## src/rtl/ovf_req_pkg.sv

```systemverilog
package ovf_req_pkg;
  localparam int DATA_W   = 32;
  localparam int ADDR_W   = 3;
  localparam int NUM_EVT  = 3;
  localparam int NUM_CNT  = NUM_EVT + 1;
  localparam int CYC_BIT  = DATA_W - 1;
  localparam int NUM_PATH = 2;
  localparam int PATH_DBG = 0;
  localparam int PATH_IRQ = 1;

  typedef logic [NUM_CNT-1:0] cnt_mask_t;

  // Bus word to per-counter mask: low bits are event counters, top bit is cycle counter
  function automatic cnt_mask_t word_to_mask(logic [DATA_W-1:0] w);
    cnt_mask_t m;
    for (int i = 0; i < NUM_EVT; i++) m[i] = w[i];
    m[NUM_EVT] = w[CYC_BIT];
    return m;
  endfunction

  function automatic logic [DATA_W-1:0] mask_to_word(cnt_mask_t m);
    logic [DATA_W-1:0] w;
    w = '0;
    for (int i = 0; i < NUM_EVT; i++) w[i] = m[i];
    w[CYC_BIT] = m[NUM_EVT];
    return w;
  endfunction
endpackage

```

## src/rtl/ovf_bus_decode.sv

```systemverilog
module ovf_bus_decode
  import ovf_req_pkg::*;
(
  input  logic [ADDR_W-1:0]                 addr,
  input  logic                              wr,
  input  logic [DATA_W-1:0]                 wdata,
  input  logic                              priv,
  input  logic                              usr_en,
  output logic                              allowed,
  output logic [NUM_PATH-1:0][NUM_CNT-1:0]  set_m,
  output logic [NUM_PATH-1:0][NUM_CNT-1:0]  clr_m
);
  cnt_mask_t wmask;

  always_comb begin
    allowed = priv | usr_en;
    wmask   = word_to_mask(wdata);
    for (int p = 0; p < NUM_PATH; p++) begin
      set_m[p] = (wr && allowed && addr == ADDR_W'(2 * p))     ? wmask : '0;
      clr_m[p] = (wr && allowed && addr == ADDR_W'(2 * p + 1)) ? wmask : '0;
    end
  end
endmodule

```

## src/rtl/ovf_enable_bank.sv

```systemverilog
module ovf_enable_bank #(
  parameter int N = 4
) (
  input  logic         clk,
  input  logic         rst,
  input  logic [N-1:0] set_m,
  input  logic [N-1:0] clr_m,
  output logic [N-1:0] en_q
);
  always_ff @(posedge clk) begin
    if (rst) en_q <= '0;
    else     en_q <= (en_q | set_m) & ~clr_m;
  end
endmodule

```

## src/rtl/ovf_flag_bank.sv

```systemverilog
module ovf_flag_bank #(
  parameter int N = 4
) (
  input  logic         clk,
  input  logic         rst,
  input  logic [N-1:0] pulse,
  input  logic [N-1:0] clr,
  output logic [N-1:0] flag_q
);
  // A new pulse takes priority over a clear in the same cycle
  always_ff @(posedge clk) begin
    if (rst) flag_q <= '0;
    else     flag_q <= (flag_q & ~clr) | pulse;
  end
endmodule

```

## src/rtl/ovf_req_merge.sv

```systemverilog
module ovf_req_merge #(
  parameter int N = 4
) (
  input  logic         clk,
  input  logic         rst,
  input  logic [N-1:0] flag_q,
  input  logic [N-1:0] en_q,
  output logic         req_q
);
  always_ff @(posedge clk) begin
    if (rst) req_q <= 1'b0;
    else     req_q <= |(flag_q & en_q);
  end
endmodule

```

## src/rtl/ovf_req_ctrl.sv

```systemverilog
module ovf_req_ctrl
  import ovf_req_pkg::*;
(
  input  logic               clk,
  input  logic               rst,
  input  logic [ADDR_W-1:0]  bus_addr,
  input  logic               bus_wr,
  input  logic [DATA_W-1:0]  bus_wdata,
  input  logic               bus_priv,
  input  logic               usr_en,
  output logic [DATA_W-1:0]  bus_rdata,
  input  logic [NUM_EVT-1:0] ovf_evt,
  input  logic               ovf_cyc,
  input  logic [NUM_CNT-1:0] ovf_clr,
  output logic               dbg_req,
  output logic               irq_req
);
  logic                             allowed;
  logic [NUM_PATH-1:0][NUM_CNT-1:0] set_m;
  logic [NUM_PATH-1:0][NUM_CNT-1:0] clr_m;
  logic [NUM_PATH-1:0][NUM_CNT-1:0] en_q;
  logic [NUM_PATH-1:0]              req_q;
  logic [NUM_CNT-1:0]               flag_q;
  logic [DATA_W-1:0]                rd_word;

  ovf_bus_decode u_dec (
    .addr    (bus_addr),
    .wr      (bus_wr),
    .wdata   (bus_wdata),
    .priv    (bus_priv),
    .usr_en  (usr_en),
    .allowed (allowed),
    .set_m   (set_m),
    .clr_m   (clr_m)
  );

  ovf_flag_bank #(.N(NUM_CNT)) u_flags (
    .clk    (clk),
    .rst    (rst),
    .pulse  ({ovf_cyc, ovf_evt}),
    .clr    (ovf_clr),
    .flag_q (flag_q)
  );

  for (genvar p = 0; p < NUM_PATH; p++) begin : g_path
    ovf_enable_bank #(.N(NUM_CNT)) u_en (
      .clk   (clk),
      .rst   (rst),
      .set_m (set_m[p]),
      .clr_m (clr_m[p]),
      .en_q  (en_q[p])
    );
    ovf_req_merge #(.N(NUM_CNT)) u_req (
      .clk    (clk),
      .rst    (rst),
      .flag_q (flag_q),
      .en_q   (en_q[p]),
      .req_q  (req_q[p])
    );
  end

  // Both addresses of a path return the live enables; unmapped or denied reads give zero
  always_comb begin
    rd_word = '0;
    if (allowed) begin
      for (int p = 0; p < NUM_PATH; p++) begin
        if (bus_addr == ADDR_W'(2 * p) || bus_addr == ADDR_W'(2 * p + 1))
          rd_word = mask_to_word(en_q[p]);
      end
    end
  end

  always_ff @(posedge clk) begin
    if (rst) bus_rdata <= '0;
    else     bus_rdata <= rd_word;
  end

  assign dbg_req = req_q[PATH_DBG];
  assign irq_req = req_q[PATH_IRQ];
endmodule

```

## config.mk

```make
export PLATFORM = sky130hd
export DESIGN_NAME = ovf_req_ctrl
export DESIGN_NICKNAME = d
export VERILOG_FILES = /design/src/rtl/ovf_req_pkg.sv /design/src/rtl/ovf_bus_decode.sv /design/src/rtl/ovf_enable_bank.sv /design/src/rtl/ovf_flag_bank.sv /design/src/rtl/ovf_req_merge.sv /design/src/rtl/ovf_req_ctrl.sv
export SDC_FILE = /design/constraint.sdc
export NUM_CORES = 1
export LEC_CHECK = 0
export BUFFER_PORTS_ARGS = -buffer_cell sky130_fd_sc_hd__buf_2
export CAP_MARGIN = 0
export CORE_MARGIN = 2
export CORE_UTILIZATION = 34
export CTS_CLUSTER_DIAMETER = 40
export DETAILED_ROUTE_END_ITERATION = 12
export GPL_ROUTABILITY_DRIVEN = 1
export PLACE_DENSITY = 0.76
export SLEW_MARGIN = 15
export SYNTH_ARGS = -nofsm -noshare
export SYNTH_HDL_FRONTEND = slang
export SYNTH_SLANG_ARGS = --single-unit
```

## constraint.sdc

```tcl
create_clock -name clk -period 0.8 [get_ports clk]
set_input_delay 0.12 -clock clk [delete_from_list [all_inputs] [get_ports clk]]
set_output_delay 0.12 -clock clk [all_outputs]
set_load 0.01 [all_outputs]
```

==> reports/metrics.csv, run 1 <==
metric;value;unit
status;finished with violations;
failing checks;negative setup slack;
Buffers on Ports;25;
H-tree depth;1;
initial antenna violation count;0;
# setup viols final;6;
fin util;37.5;%
Setup Fix Bufs, Post-CTS;0;
pin count of the biggest net entering global routing;15;
largest delay contributor family on the critical path;flip-flops;
CTS tree;done;
Max Clock Skew;0.00627;ns
Slew Limit Fails;0;
Clk Latency, worst-skew pair;0.29;ns
DRT iter0 DRCs;5;
die width;57.0;um
die area;3250;um^2
antenna fix cells;0;
LEAKAGE;0.528;nW
first-pass GRT wire length;2500;um
setup slack after layout;-0.0410;ns
hold depth;3;
hold_buf cts;0;
Starting Density;35.3;%
worst reg-to-reg setup slack;0.04;ns
io pins;82;
WL/cell;10.2;um
Fillers;292;
clock sink count;18;
period utilization;105;%
synthesized instance count;105;
slowest cell on the critical path;dfxtp_1;
drt total wl;1620;um
vias in the first global route;610;
HP Start;ovf_evt[0];
gr ovfl total;0;
commonest non-fill, non-tap cell in the layout;conb_1;
placer congestion estimate;0.708;
critical path capture point type;primary output;
Syn Area/Cell;9.10;um^2
Synth Area in Compound Gates;7.33;%
Crit path buffers/inverters;1;
Avg Vias per Cell;4.41;
antenna viol nets, final;0;
mux cell area share after synthesis;12.6;%
Reg2Reg Depth;2;
xor-xnor portion of the synthesized cell area;0;%
register area share after synthesis;37.7;%
Clock Path Buffers;2;
Post-Syn Area;956;um^2
length of the first detailed-routing pass in iterations;4;
Place WS;-0.252;ns
RSZ-0062 raised after global routing;yes;
clk root buf;clkbuf_4;
Worst-path clk slew;0.09;ns
Data arrival, critical path;0.72;ns
Worst Path Required;0.68;ns
Power Density;1550;nW/um^2
Max Clock Freq;1190;MHz
Placeable Area;2710;um^2
hpwl dp;1290;um
adder-cell area share of the yosys netlist;0;%
Max VDD drop;852;uV
critical path, cell by cell;buf_2;
Yosys cell types;15;
Total Power;1.58;mW
layout cell share with drive strength beyond 1;24.2;%
Residual DRC;0;
CP Launch Type;register;
NumNets Final;178;
crit-path max cell delay;0.30;ns
crit-path max FO;1;
crit path kind;register to primary output;
synthesized flop and latch total;18;
Die Ht;57.0;um
largest family of logic cells by synthesized area;buffers and inverters;
endpoints failing hold;0;
worst reg2reg path endpoint;g_path[1].u_req.req_q$_SDFF_PP0_;
post-synthesis simple-gate area fraction;16.0;%
Hold Path End;u_flags.flag_q[0]$_SDFF_PP0_;
CTS buffer count;3;
via count;701;
Syn. warnings;0;
site row count;19;
MaxCap Viol Count;0;
Hold Path Class;input pin to register;
Tot GR Track Use;9.89;%
Tmin final;0.841;ns
synthesis-to-finish area growth;6.41;%
Reg-to-Reg Start;u_flags.flag_q[2]$_SDFF_PP0_;
commonest non-fill, non-tap cells in the layout;28 x conb_1, 25 x buf_2, 18 x dfxtp_1;
==> routing by layer <==
layer	share of wire, %	track usage (%)	up-vias
li1	-	-	341
met4	2.2	3.99	0
met5	0	0	-
met3	7.1	2.95	4
met1	33	9.01	329
met2	58	19.9	27
==> sequential cells by signal, indices dropped and copies added, names as in the netlist <==
| name | cells |
|---|---|
| bus_rdata | 4 |
| u_flags.flag_q | 4 |
| g_path.u_en.en_q | 8 |
| g_path.u_req.req_q | 2 |
==> logic make-up (layout without fill, tap and decap cells) <==
logic type      count (synthesis)  after routing
mux                            12             12
simple gates                   26             26
flops                          18             18
compound gates                 11             11
buf+inv                        37             33
other cells                     1             28
==> power breakdown <==
group	internal (mW)	leakage (nW)	switching (mW)	total [mW]
clock	0.175	0.0138	0.256	0.431
combinational	0.0784	0.368	0.135	0.213
sequential	0.918	0.146	0.0177	0.936
==> how the worst max path moves through the flow <==
stage,start,end,depth (start not counted)
2_1_floorplan,bus_addr[2],g_path[1].u_en.en_q[0]$_SDFF_PP0_,4
3_3_place_gp,bus_addr[2],g_path[0].u_en.en_q[0]$_SDFF_PP0_,4
3_5_place_dp,bus_addr[2],g_path[0].u_en.en_q[2]$_SDFF_PP0_,4
4_1_cts,bus_rdata[31]$_SDFF_PP0_,bus_rdata[31],1
5_1_grt,bus_rdata[2]$_SDFF_PP0_,bus_rdata[2],1
6_report,bus_rdata[2]$_SDFF_PP0_,bus_rdata[2],1
==> metrics by stage <==
| step | TNS, ns | instances | cell area [um^2] | hold WS, ns |
|---|---|---|---|---|
| final | -0.211 | 159 | 1020 | 0.0290 |
| after global placement | -1.89 | 156 | 995 | 0.331 |
| after detailed placement | -2.45 | 156 | 995 | 0.333 |
| after global routing | -0.397 | 159 | 1020 | 0.0502 |
| after CTS | -0.240 | 159 | 1020 | 0.0279 |
| after floorplan | 0 | 132 | 1060 | 0.237 |
==> layout make-up <==
class / instances / area, um^2 / share of cell area, %
tap: 31 / 38.8 / 3.81
clock buffer: 3 / 22.5 / 2.21
multi-input combinational: 77 / 448 / 44.0
inverter: 4 / 15.0 / 1.48
sequential: 18 / 360 / 35.4
timing repair buffer: 26 / 133 / 13.0
==> synth_stat cells <==
library cell  number  area (um^2)
buf_4             29          218
dfxtp_1           18          360
mux2i_1           12          120
nand2b_1           9         56.3
nor2_1             8         30.0
a21oi_1            6         30.0
a22oi_1            4         30.0
inv_1              4         15.0
nand4_1            4         25.0
nand4b_1           4         35.0
clkbuf_1           3         11.3
buf_2              1         5.00
conb_1             1         3.75
o21ba_1            1         10.0
or2_2              1         6.26
==> timing repair <==
item / CTS / global route
gates resized for setup: 0 / 1
endpoints found under the hold margin: 0 / 0
setup endpoints to repair: 6 / 7
Note: power is estimated with default switching activity, not from simulation.
==> inputs of run 2 (changes only) <==
--- a/config.mk
+++ b/config.mk
@@ -8,11 +8,13 @@
 export BUFFER_PORTS_ARGS = -buffer_cell sky130_fd_sc_hd__buf_2
 export CAP_MARGIN = 0
 export CORE_MARGIN = 2
-export CORE_UTILIZATION = 34
+export CORE_UTILIZATION = 35
+export CTS_BUF_LIST = sky130_fd_sc_hd__clkbuf_4 sky130_fd_sc_hd__clkbuf_8
 export CTS_CLUSTER_DIAMETER = 40
 export DETAILED_ROUTE_END_ITERATION = 12
 export GPL_ROUTABILITY_DRIVEN = 1
-export PLACE_DENSITY = 0.76
+export PLACE_DENSITY = 0.78
+export SKIP_CTS_REPAIR_TIMING = 1
 export SLEW_MARGIN = 15
 export SYNTH_ARGS = -nofsm -noshare
 export SYNTH_HDL_FRONTEND = slang
==> run 2 against run 1 <==
Compared with the run above:
- the run still ends with negative setup slack left
- via count rose by 1.7%
- design area rose by 4.4%
- sequential share of layout area fell by 1.3 points
- global-route usage rose by 1.4 points
- wire length rose by 8.3%
- cell count rose by 0.63%
- sequential power barely moved
- first-iteration DRC count rose by 140%
- critical endpoint is now irq_req
- largest power group unchanged
- highest routed layer unchanged
==> reports/metrics.csv, run 2 (synthesized netlist as in run 1, its figures left out) <==
metric;value;unit
status;finished with violations;
failing checks;negative setup slack;
Total Power;1.72;mW
Hold Path Class;input pin to register;
Slew Limit Fails;0;
Residual DRC;0;
Worst-path clk slew;0.10;ns
antenna fix cells;0;
critical path capture point type;primary output;
die area;3170;um^2
synthesis-to-finish area growth;11.1;%
CTS tree;done;
Die Ht;56.3;um
NumNets Final;179;
vias in the first global route;643;
crit-path max FO;1;
CTS buffer count;3;
Clock Path Buffers;2;
length of the first detailed-routing pass in iterations;4;
clk root buf;clkbuf_4;
Max Clock Freq;1170;MHz
Power Density;1620;nW/um^2
# setup viols final;6;
layout cell share with drive strength beyond 1;28.5;%
commonest non-fill, non-tap cells in the layout;28 x conb_1, 23 x buf_2, 16 x dfxtp_1;
setup slack after layout;-0.0537;ns
placer congestion estimate;0.728;
antenna viol nets, final;0;
Place WS;-0.237;ns
hpwl dp;1380;um
post-placement cell count;156;
Max Clock Skew;0.00226;ns
LEAKAGE;0.543;nW
Worst Path Required;0.68;ns
io pins;82;
Buffers on Ports;25;
crit path kind;register to primary output;
largest registers;g_path.u_en.en_q: 8 flops, bus_rdata: 4 flops, u_flags.flag_q: 4 flops;
pin count of the biggest net entering global routing;13;
Placeable Area;2520;um^2
DRT iter0 DRCs;12;
RSZ-0062 raised after global routing;yes;
CP Launch Type;register;
WL/cell;11.0;um
MaxCap Viol Count;0;
drt total wl;1750;um
largest delay contributor family on the critical path;flip-flops;
critical path, cell by cell;buf_2;
Data arrival, critical path;0.73;ns
die width;56.3;um
Starting Density;37.9;%
Crit path buffers/inverters;1;
via count;713;
crit-path max cell delay;0.32;ns
commonest non-fill, non-tap cell in the layout;conb_1;
gr ovfl total;0;
period utilization;107;%
endpoints failing hold;0;
Reg with most FFs;g_path.u_en.en_q;
slowest cell on the critical path;dfxtp_1;
H-tree depth;1;
Finished Layout Cells;160;
Tmin final;0.854;ns
max FFs per register;8;
site row count;18;
Avg Vias per Cell;4.46;
initial antenna violation count;0;
first-pass GRT wire length;2820;um
Tot GR Track Use;11.3;%
Clk Latency, worst-skew pair;0.29;ns
clock sink count;18;
Max VDD drop;687;uV
## run 2: changes by cell type in the layout (fill, tap and decap cells not counted), moves of 2 or more
cell / change
dfxtp_1: -2
buf_2: -2
a22oi_2: +2
buf_6: +2
a22oi_1: -2
dfxtp_2: +2
## run 2: power breakdown
| group | switching [mW] | internal (mW) | total (mW) |
|---|---|---|---|
| registers | 0.0197 | 0.919 | 0.938 |
| clock network | 0.284 | 0.278 | 0.562 |
| logic | 0.136 | 0.0828 | 0.219 |
| total | 0.440 | 1.28 | 1.72 |
## run 2: final timing paths
check	start	endpoint	slack, ns	depth (start not counted)
setup / recovery	g_path[1].u_req.req_q$_SDFF_PP0_	irq_req	-0.05	1
hold / removal	ovf_cyc	u_flags.flag_q[3]$_SDFF_PP0_	0.02	3
setup reg to reg	u_flags.flag_q[2]$_SDFF_PP0_	g_path[1].u_req.req_q$_SDFF_PP0_	0.04	2
hold reg to reg	g_path[0].u_en.en_q[2]$_SDFF_PP0_	g_path[0].u_en.en_q[2]$_SDFF_PP0_	0.51	2
## run 2: cell type report
class                           count  area [um^2]
Clock buffer                        4         36.3
Fill cell                         268         1460
Inverter                            4         15.0
Multi-Input combinational cell     77          458
Sequential cell                    18          363
Tap cell                           30         37.5
Timing Repair Buffer               27          153
## run 2: routing by layer
metal	wire length, um	vias up	track usage, %	part of all wire, %
met1	599	331	12.5	34
li1	-	343	-	-
met4	23	0	4.08	1.3
met5	0	-	0	0
met2	994	35	21.0	57
met3	136	4	2.30	7.8
## run 2: stage by stage
stage	TNS, ns	hold slack [ns]	cell area, um^2	utilization (%)
2_1_floorplan	0	0.237	1060	-
3_3_place_gp	-1.86	0.330	1000	39.7
3_5_place_dp	-2.33	0.333	1000	39.7
4_1_cts	-0.372	0.0206	1040	41.1
5_1_grt	-0.561	0.0378	1060	42.1
6_report	-0.308	0.0247	1060	42.1
